### src/rtl/int_presenter.sv
module int_presenter #(
  parameter int UNIT_W = 2,
  parameter logic [23:0] IPI_NUM = 24'd2
) (
  input  logic              clk,
  input  logic              rst_n,
  input  logic              op_valid,
  input  logic [1:0]        op_kind,
  input  logic [31:0]       op_data,
  input  logic              offer_valid,
  input  logic [23:0]       offer_src,
  input  logic [7:0]        offer_prio,
  input  logic [UNIT_W-1:0] offer_unit,
  output logic              irq_out,
  output logic              acc_valid,
  output logic [31:0]       acc_data,
  output logic              reject_valid,
  output logic [23:0]       reject_src,
  output logic [UNIT_W-1:0] reject_unit,
  output logic              eoi_valid,
  output logic [23:0]       eoi_src,
  output logic              resend_valid
);

  localparam logic [1:0] OP_ACC  = 2'b00;
  localparam logic [1:0] OP_CPPR = 2'b01;
  localparam logic [1:0] OP_IPI  = 2'b10;
  localparam logic [1:0] OP_EOI  = 2'b11;
  localparam logic [7:0] IDLE_PRIO = 8'hFF;

  logic [7:0]        cppr, pend, ipi_prio;
  logic [23:0]       xisr;
  logic              own_vld;
  logic [UNIT_W-1:0] own_unit;

  logic [7:0]        n_cppr, n_pend, n_ipi, rs_cppr;
  logic [23:0]       n_xisr;
  logic              n_own_vld, n_irq, do_rs;
  logic [UNIT_W-1:0] n_own_unit;
  logic              n_acc_v, n_rej_v, n_eoi_v, n_res_v;
  logic [31:0]       n_acc_d;
  logic [23:0]       n_rej_s, n_eoi_s;
  logic [UNIT_W-1:0] n_rej_u;

  wire       busy = xisr != 24'd0;
  wire [7:0] wval = op_data[7:0];

  always_comb begin
    n_cppr = cppr; n_pend = pend; n_ipi = ipi_prio; n_xisr = xisr;
    n_own_vld = own_vld; n_own_unit = own_unit; n_irq = irq_out;
    n_acc_v = 1'b0; n_acc_d = acc_data;
    n_rej_v = 1'b0; n_rej_s = reject_src; n_rej_u = reject_unit;
    n_eoi_v = 1'b0; n_eoi_s = eoi_src; n_res_v = 1'b0;
    do_rs = 1'b0; rs_cppr = cppr;
    if (op_valid) begin
      case (op_kind)
        OP_ACC: begin
          n_acc_v = 1'b1; n_acc_d = {cppr, xisr};
          n_irq = 1'b0; n_cppr = pend; n_xisr = 24'd0;
          n_pend = IDLE_PRIO; n_own_vld = 1'b0;
        end
        OP_CPPR: begin
          n_cppr = wval;
          if (wval < cppr) begin
            if (busy && wval <= pend) begin
              n_xisr = 24'd0; n_pend = IDLE_PRIO; n_irq = 1'b0; n_own_vld = 1'b0;
              if (own_vld) begin
                n_rej_v = 1'b1; n_rej_s = xisr; n_rej_u = own_unit;
              end
            end
          end else if (!busy) begin
            do_rs = 1'b1; rs_cppr = wval;
          end
        end
        OP_IPI: begin
          n_ipi = wval;
          if (wval < cppr && !(busy && pend <= wval)) begin
            if (busy && own_vld) begin
              n_rej_v = 1'b1; n_rej_s = xisr; n_rej_u = own_unit;
            end
            n_xisr = IPI_NUM; n_pend = wval; n_own_vld = 1'b0; n_irq = 1'b1;
          end
        end
        OP_EOI: begin
          n_cppr = op_data[31:24];
          n_eoi_v = 1'b1; n_eoi_s = op_data[23:0];
          if (!busy) begin
            do_rs = 1'b1; rs_cppr = op_data[31:24];
          end
        end
      endcase
    end else if (offer_valid) begin
      if (offer_prio >= cppr || (busy && pend <= offer_prio)) begin
        n_rej_v = 1'b1; n_rej_s = offer_src; n_rej_u = offer_unit;
      end else begin
        if (busy && own_vld) begin
          n_rej_v = 1'b1; n_rej_s = xisr; n_rej_u = own_unit;
        end
        n_xisr = offer_src; n_pend = offer_prio;
        n_own_vld = 1'b1; n_own_unit = offer_unit; n_irq = 1'b1;
      end
    end
    if (do_rs) begin
      n_res_v = 1'b1;
      if (ipi_prio < rs_cppr) begin
        n_xisr = IPI_NUM; n_pend = ipi_prio; n_own_vld = 1'b0; n_irq = 1'b1;
      end
    end
  end

  always_ff @(posedge clk) begin
    if (!rst_n) begin
      cppr <= 8'h00; pend <= IDLE_PRIO; ipi_prio <= IDLE_PRIO; xisr <= 24'd0;
      own_vld <= 1'b0; own_unit <= '0; irq_out <= 1'b0;
      acc_valid <= 1'b0; acc_data <= 32'd0;
      reject_valid <= 1'b0; reject_src <= 24'd0; reject_unit <= '0;
      eoi_valid <= 1'b0; eoi_src <= 24'd0; resend_valid <= 1'b0;
    end else begin
      cppr <= n_cppr; pend <= n_pend; ipi_prio <= n_ipi; xisr <= n_xisr;
      own_vld <= n_own_vld; own_unit <= n_own_unit; irq_out <= n_irq;
      acc_valid <= n_acc_v; acc_data <= n_acc_d;
      reject_valid <= n_rej_v; reject_src <= n_rej_s; reject_unit <= n_rej_u;
      eoi_valid <= n_eoi_v; eoi_src <= n_eoi_s; resend_valid <= n_res_v;
    end
  end

  p_accept_drops_line_r4: assert property (@(posedge clk) disable iff (!rst_n)
    (op_valid && op_kind == OP_ACC) |=> (acc_valid && !irq_out && xisr == 24'd0));

  p_offer_bounced_r2: assert property (@(posedge clk) disable iff (!rst_n)
    (offer_valid && !op_valid && offer_prio >= cppr)
      |=> (reject_valid && reject_src == $past(offer_src) && reject_unit == $past(offer_unit)));

  p_ipi_loaded_r5: assert property (@(posedge clk) disable iff (!rst_n)
    (op_valid && op_kind == OP_IPI && !busy && op_data[7:0] < cppr)
      |=> (irq_out && xisr == IPI_NUM));

  p_eoi_forward_r8: assert property (@(posedge clk) disable iff (!rst_n)
    (op_valid && op_kind == OP_EOI) |=> (eoi_valid && eoi_src == $past(op_data[23:0])));

  p_quiet_pulses_r10: assert property (@(posedge clk) disable iff (!rst_n)
    (!op_valid && !offer_valid) |=> !(acc_valid || reject_valid || eoi_valid || resend_valid));

endmodule

### config.mk
export PLATFORM = sky130hd
export DESIGN_NAME = int_presenter
export DESIGN_NICKNAME = d
export VERILOG_FILES = /design/src/rtl/int_presenter.sv
export SDC_FILE = /design/constraint.sdc
export NUM_CORES = 1
export LEC_CHECK = 0
export ABC_CLOCK_PERIOD_IN_PS = 10100
export CAP_MARGIN = 10
export CORE_UTILIZATION = 55
export CTS_CLUSTER_DIAMETER = 200
export DETAILED_ROUTE_END_ITERATION = 10
export PLACE_DENSITY = 0.91
export SLEW_MARGIN = 10
export SYNTH_ARGS = -nofsm -noshare
export SYNTH_HDL_FRONTEND = slang
export SYNTH_SLANG_ARGS = --single-unit
export TNS_END_PERCENT = 5
### constraint.sdc
create_clock -name clk -period 10.1 [get_ports clk]
set_input_delay 2.02 -clock clk [delete_from_list [all_inputs] [get_ports clk]]
set_output_delay 2.02 -clock clk [all_outputs]
set_load 0.05 [all_outputs]
==> qor.txt, run 1 <==
Post-Syn Instances -> 888
# resized after CTS -> 0
post-synth top area share -> 0.375
htree depth -> 4
f_max -> 160 MHz
leakage -> 3.54 nW
HP Class -> flip-flop to flip-flop
min-delay src -> eoi_src[20]
count leader, synth -> nand2_1
VDD IR max -> 127 uV
largest net degree at the start of global routing -> 74
Cell Area, Placed -> 8900 um2
WP data arrival -> 6.52 ns
DRC errors left -> 0
row count -> 41
Chip Height -> 118 um
hold_buf cts -> 0
die area -> 13900 um2
Slew HR -> 0.259
post-route minimum period -> 6.25 ns
worst hold slack -> 0.453 ns
area of the mapped netlist -> 7370 um2
Setup WS pre-CTS -> 3.58 ns
Post-synth EDFFs -> 0
clock skew -> 0.00659 ns
P&R area growth vs syn -> 28.8%
Seq cells post-synth -> 138
via count -> 7429
Req. time, crit path -> 10.37 ns
Synth area leader -> dfxtp_1
Primary FF master, synth -> dfxtp_1
most frequent cells after synthesis -> nand2_1, dfxtp_1, a21oi_1
clk_lat worst skew -> 0.42 ns
I/O Buffers -> 158
largest cells by area after synthesis -> dfxtp_1, nand2_1, ha_1, a21oi_1, mux2i_1
# fillers -> 974
Top Ports -> 159
Core ar. -> 12800 um2
FF-to-FF path depth -> 19
grt total ovfl -> 0
Setup-failing EPs final -> 0
Finished Cell Area -> 9490 um2
RSZ-0062 raised after global routing -> false
Post-CTS Setup Bufs -> 0
clock slew at reported path FFs -> 0.05 ns
CTS Sinks -> 138
critical path peak fanout -> 8
Worst-Margin Slew -> 1.11 ns
syn_nets -> 1002
Netlist cell types -> 65
Hold EP -> eoi_src[20]
WL/cell -> 19.6 um
max cap viols -> 0
worst setup path class -> input pin to flip-flop
Crit Reg-Reg Startpoint -> cppr[2]
Horiz. Die Dim -> 118 um
reg2reg end -> pend[5]
final hold vios -> 0
element type at the critical path end -> flip-flop
post-route setup TNS -> 0 ns
WHS Path Cells -> 2
status -> finished, final reports clean
Root Buffer -> clkbuf_16
share of layout cells above drive strength 1 -> 0.0651
post-route ant nets -> 0
Avg Cell Area, Syn -> 8.30 um2
TritonCTS clock tree -> done
worst-case clock buffer depth -> 2
max-slew violations -> 0
DR pass1 iterations -> 6
min setup slack post-route -> 3.85 ns
cell area power density -> 177 nW/um2
initial antenna violation count -> 0
Vias/cell -> 6.19
total routed wirelength -> 23500 um
fraction of registers with async set/reset -> 0
via count of the first global-routing pass -> 7048
sequential-to-total area share from yosys stat -> 0.375
crit share post-route -> 0.619
r2r setup slk -> 5.48 ns
Final GP Congestion -> 0.985
ANT cells -> 0
GRT Resource Usage Total -> 0.339
Final nets -> 1133
global-route wire length before repair -> 37100 um
Starting DRT DRC Count -> 898
initial core utilization -> 0.575
HPWL after DPL -> 16200 um
Worst setup SP type -> input pin
CTS Buf Count -> 17
total number of yosys warnings -> 0
==> sequential cells by signal, summed over array words and instances, names as in the netlist, 2 cells and up <==
register	cells
reject_unit	2
acc_data	32
eoi_src	24
xisr	24
ipi_prio	8
cppr	8
pend	8
reject_src	24
own_unit	2
==> cells by family after synthesis <==
kind of cell | count (synthesis) | share of synthesized area
muxes | 27 | 0.0367
adders and majority gates | 42 | 0.0713
AOI/OAI and AO/OA | 273 | 0.265
and+or+nand+nor | 313 | 0.187
buffers and inverters | 95 | 0.0655
DFF | 138 | 0.375
==> layer usage <==
metal | share of wire | vias up | global-route usage | routed length (um)
li1 | - | 3444 | - | -
met1 | 0.41 | 3428 | 0.442 | 9710
met2 | 0.45 | 476 | 0.518 | 10600
met3 | 0.10 | 81 | 0.0911 | 2360
met4 | 0.033 | 0 | 0.160 | 780
met5 | 0 | - | 0 | 0
==> layout by cell type (no fill, tap or decap), types with 4 or more instances in the layout <==
cell type	Yosys	layout
a41oi_1	4	4
a22o_1	27	27
nor2_1	56	56
inv_1	40	39
and2_1	6	6
a21o_1	5	5
clkbuf_16	0	17
nand4_1	5	5
o21ai_0	27	27
dfxtp_1	138	138
buf_4	3	9
o21ai_1	10	10
nand2_1	190	190
a211oi_1	4	4
a221oi_1	22	22
a22oi_2	9	9
nand2b_1	5	5
a22oi_1	10	10
a32oi_1	6	6
o211ai_1	10	10
o21a_1	10	10
nor3_1	8	8
a21oi_1	83	83
o221ai_1	4	4
nor4_1	4	4
ha_1	42	42
o221a_1	5	5
clkdlybuf4s50_1	0	158
nor2b_1	6	6
o31ai_1	9	9
mux2i_1	27	27
nand3b_1	4	4
nand3_1	12	12
a2111oi_0	4	4
==> worst max-delay path by stage <==
stage / startpoint / end / slack, ns / depth (start not counted)
after CTS: op_data[2] / pend[4] / 3.99 / 19
after floorplan: op_data[5] / pend[2] / 4.81 / 18
final: op_data[2] / pend[5] / 3.85 / 19
after global placement: op_data[2] / pend[5] / 3.70 / 19
after detailed placement: op_data[7] / pend[1] / 3.58 / 17
after global routing: op_data[2] / pend[5] / 3.54 / 19
==> critical path: stages <==
cell	delay (ns)
clkdlybuf4s50_1	0.55
ha_1	0.38
nand2_1	0.05
o21ai_0	0.44
a21oi_2	0.18
nor2_1	0.39
nand2_1	0.11
o21ai_0	0.11
a22o_1	0.18
a22oi_1	0.09
ha_1	0.36
nand4_1	0.09
a21oi_1	0.16
and2_1	0.19
o211ai_1	0.10
a41oi_1	0.33
o31ai_1	0.29
a2111oi_0	0.44
a21oi_1	0.07
==> power by group <==
| part | total (mW) | internal (mW) | switching [mW] |
|---|---|---|---|
| Sequential | 0.604 | 0.571 | 0.0335 |
| Combinational | 0.444 | 0.161 | 0.283 |
| Clock | 0.631 | 0.403 | 0.228 |
==> cell type report <==
type / count / area, um2 / area share
clock buffer: 22 / 474 / 0.0500
clock inverter: 7 / 116 / 0.0123
inverter: 40 / 150 / 0.0158
multi-input combinational: 655 / 4130 / 0.435
sequential: 138 / 2760 / 0.291
tap: 172 / 215 / 0.0227
timing repair buffer: 167 / 1650 / 0.174
==> per-stage QoR <==
step	power, mW	utilization	instances
2_1_floorplan	0.934	-	888
4_1_cts	1.67	0.740	1201
3_5_place_dp	1.05	0.694	1172
6_report	1.68	0.740	1201
5_1_grt	1.74	0.740	1201
3_3_place_gp	1.04	0.694	1172
Power figures use the tool's default switching activity.
==> run 2: changes to the inputs <==
--- a/config.mk
+++ b/config.mk
@@ -5,12 +5,12 @@
 export SDC_FILE = /design/constraint.sdc
 export NUM_CORES = 1
 export LEC_CHECK = 0
-export ABC_CLOCK_PERIOD_IN_PS = 10100
+export ABC_CLOCK_PERIOD_IN_PS = 5500
 export CAP_MARGIN = 10
-export CORE_UTILIZATION = 55
+export CORE_UTILIZATION = 47
 export CTS_CLUSTER_DIAMETER = 200
 export DETAILED_ROUTE_END_ITERATION = 10
-export PLACE_DENSITY = 0.91
+export PLACE_DENSITY = 0.83
 export SLEW_MARGIN = 10
 export SYNTH_ARGS = -nofsm -noshare
 export SYNTH_HDL_FRONTEND = slang
==> constraint.sdc (replaced) <==
create_clock -name clk -period 5.5 [get_ports clk]
set_input_delay 1.1 -clock clk [delete_from_list [all_inputs] [get_ports clk]]
set_output_delay 1.1 -clock clk [all_outputs]
set_load 0.05 [all_outputs]
==> run 2 against run 1 <==
Net effect:
- final cell count up 4.4%
- power up 88%
- register-to-register slack worse by 4.4 ns
- clock power up 95%
- wire length up 1.6%
- worst hold slack about the same
- sequential share of layout area down 0.52 points
- via count up 0.92%
- non-clock buffer count up 11
- combinational power up 85%
- global-route usage down 4.1 points
- critical endpoint is now pend[3]
- largest power group unchanged
==> qor.txt, run 2 (synthesized netlist as in run 1, its figures left out) <==
combinational power share -> 0.260 (-0.004)
GRT Resource Usage Total -> 0.298 (-0.0407)
WP data arrival -> 5.28 ns (-1.24 ns)
status -> finished, final reports clean
htree depth -> 4 (unchanged)
Worst-Margin Slew -> 0.988 ns (-0.123 ns)
Req. time, crit path -> 5.80 ns (-4.57 ns)
hold_buf cts -> 0 (unchanged)
CTS Buf Count -> 17 (unchanged)
crit share post-route -> 0.906
commonest non-fill, non-tap cell in the layout -> nand2_1
area of the multi-input gates -> 4130 um2 (unchanged)
element type at the critical path end -> flip-flop
Chip Height -> 127 um (+8.0%)
via count of the first global-routing pass -> 7046 (-0.028%)
post-route ant nets -> 0 (unchanged)
Largest Register -> acc_data
worst setup path class -> input pin to flip-flop
row count -> 45 (+9.8%)
Crit Reg-Reg Startpoint -> cppr[2]
Core Util, Final -> 0.633 (-0.107)
worst-case clock buffer depth -> 2 (unchanged)
P&R area growth vs syn -> 31.1%
share of layout cells above drive strength 1 -> 0.0796 (+0.0145)
Sw Share -> 0.329 (+0.00515)
power share of the sequential group -> 0.351 (-0.009)
DRC errors left -> 0 (unchanged)
final hold vios -> 0 (unchanged)
# resized after CTS -> 0 (unchanged)
WL met3 -> 2220 um (-5.9%)
Final GP Congestion -> 1.00 (+1.7%)
sw power -> 1.04 mW (+91%)
clock slew at reported path FFs -> 0.06 ns (about the same)
# fillers -> 1305 (+34%)
cell area power density -> 327 nW/um2 (+85%)
critical path peak fanout -> 8 (unchanged)
min-delay src -> eoi_src[22]
HP Class -> flip-flop to flip-flop
Worst setup SP type -> input pin
Top Ports -> 159 (unchanged)
FF-to-FF path depth -> 19 (unchanged)
met1 wire length -> 10100 um (+4.5%)
CTS Sinks -> 138 (unchanged)
post-route minimum period -> 4.98 ns
Cell Area, Placed -> 9030 um2 (+1.5%)
min setup slack post-route -> 0.518 ns (-3.33 ns)
highest-delay cell along the critical path -> clkdlybuf4s50_1
Setup-failing EPs final -> 0 (unchanged)
Slew HR -> 0.340 (+0.0816)
largest net degree at the start of global routing -> 41 (-45%)
grt total ovfl -> 0 (unchanged)
Setup WS pre-CTS -> 0.170 ns (-3.41 ns)
cells along the critical path -> clkdlybuf4s50_1 > ha_1 > and2_1 > a221o_1 > a21oi_2 > nor2_1 > o21ai_0 > a22o_1 > a22oi_1 > ha_1 > nand4_1 > a21oi_1 > and2_1 > o211ai_1 > a41oi_1 > o31ai_1 > a2111oi_0 > a21oi_1
clk_lat worst skew -> 0.43 ns (about the same)
total routed wirelength -> 23800 um (+1.6%)
die area -> 16200 um2 (+17%)
Core ar. -> 15300 um2 (+19%)
internal power -> 2.12 mW (+87%)
delay-heaviest family, CP -> compound AO/OA/AOI/OAI gates
highest metal used -> met4
Horiz. Die Dim -> 127 um (+8.0%)
reg2reg end -> pend[3]
r2r setup slk -> 1.06 ns (-4.42 ns)
RSZ-0062 raised after global routing -> false
commonest cells after routing, fill and taps aside -> nand2_1, clkdlybuf4s50_1, dfxtp_1
via count -> 7497 (+0.92%)
ANT cells -> 0 (unchanged)
Seq. cell area -> 2760 um2 (unchanged)
met2 routed WL -> 10500 um (-1.5%)
Final nets -> 1144 (+0.97%)
initial antenna violation count -> 0 (unchanged)
I/O Buffers -> 158 (unchanged)
Root Buffer -> clkbuf_16
DR pass1 iterations -> 5 (-1)
post-route setup TNS -> 0 ns (unchanged)
WL/cell -> 19.0 um (-2.7%)
TritonCTS clock tree -> done
global-route wire length before repair -> 37500 um (+1.2%)
Vias/cell -> 5.98 (-3.3%)
leakage -> 3.62 nW (+2.3%)
Hold EP -> eoi_src[22]
number of flip-flops in the largest register -> 32 (unchanged)
initial core utilization -> 0.483 (-0.0917)
Power Total -> 3.16 mW (+88%)
Starting DRT DRC Count -> 659 (-27%)
HPWL after DPL -> 16400 um (+1.1%)
f_max -> 201 MHz
Largest stage delay, worst path -> 0.63 ns (+0.08 ns)
VDD IR max -> 247 uV (+95%)
Finished Cell Area -> 9670 um2 (+1.8%)
clock power share -> 0.389 (+0.013)
WHS Path Cells -> 2 (unchanged)
CP bufs+invs -> 1 (unchanged)
clock skew -> 0.00855 ns (+0.00196 ns)
Post-CTS Setup Bufs -> 0 (unchanged)
max-slew violations -> 0 (unchanged)
max cap viols -> 0 (unchanged)
## run 2: changes by cell type in the layout (fill, tap and decap cells not counted), moves of 2 or more
cell      change
buf_4        +11
clkbuf_8      -2
clkbuf_1      -2
clkinv_4      +4
clkinv_2      +2
## run 2: power groups by stage
| stage | combinational [mW] | sequential, mW | clock (mW) |
|---|---|---|---|
| 4_1_cts | 0.807 | 1.11 | 1.23 |
| 5_1_grt | 0.885 | 1.11 | 1.28 |
| 2_1_floorplan | 0.536 | 1.18 | 0 |
| 3_3_place_gp | 0.790 | 1.13 | 0 |
| 3_5_place_dp | 0.800 | 1.13 | 0 |
| 6_report | 0.822 | 1.11 | 1.23 |
## run 2: per-layer routing
layer  vias to the layer above  global-route usage
li1                       3471                   -
met1                      3489               0.383
met2                       442               0.465
met3                        95              0.0766
met4                         0               0.149
met5                         -                   0
## run 2: how the worst max path moves through the flow
stage	startpoint	to	slack (ns)	cells after the start
detailed placement	op_data[6]	pend[5]	0.17	18
floorplan	op_data[5]	pend[2]	1.13	18
finish	op_data[6]	pend[3]	0.52	18
CTS	op_data[6]	pend[3]	0.58	18
global route	op_data[6]	pend[3]	0.05	19
global placement	op_data[6]	pend[2]	0.30	18
## run 2: stage by stage
| stage | hold slack [ns] | std cells |
|---|---|---|
| after floorplan | 0.442 | 888 |
| after global placement | 0.441 | 1222 |
| after detailed placement | 0.447 | 1222 |
| after CTS | 0.455 | 1254 |
| after global routing | 0.471 | 1254 |
| final | 0.452 | 1254 |
## run 2: final cells by class
cell class	instances	share of cell area
Clock buffer	18	0.0454
Tap cell	211	0.0273
Inverter	40	0.0155
Clock inverter	14	0.0199
Timing Repair Buffer	178	0.179
Multi-Input combinational cell	655	0.427
Sequential cell	138	0.286
## run 2: worst register-to-register path, cell delays in order, from the launching register on
cell       delay, ns
dfxtp_1         0.40
inv_1           0.17
ha_1            0.33
nand2_1         0.05
o21ai_0         0.47
a21oi_2         0.19
nor2_1          0.37
nand2_1         0.09
o21ai_0         0.08
a22o_1          0.16
a22oi_1         0.08
ha_1            0.37
nand4_1         0.10
a21oi_1         0.19
and2_1          0.19
o211ai_1        0.09
a41oi_1         0.22
o31ai_1         0.24
a2111oi_0       0.44
a21oi_1         0.07
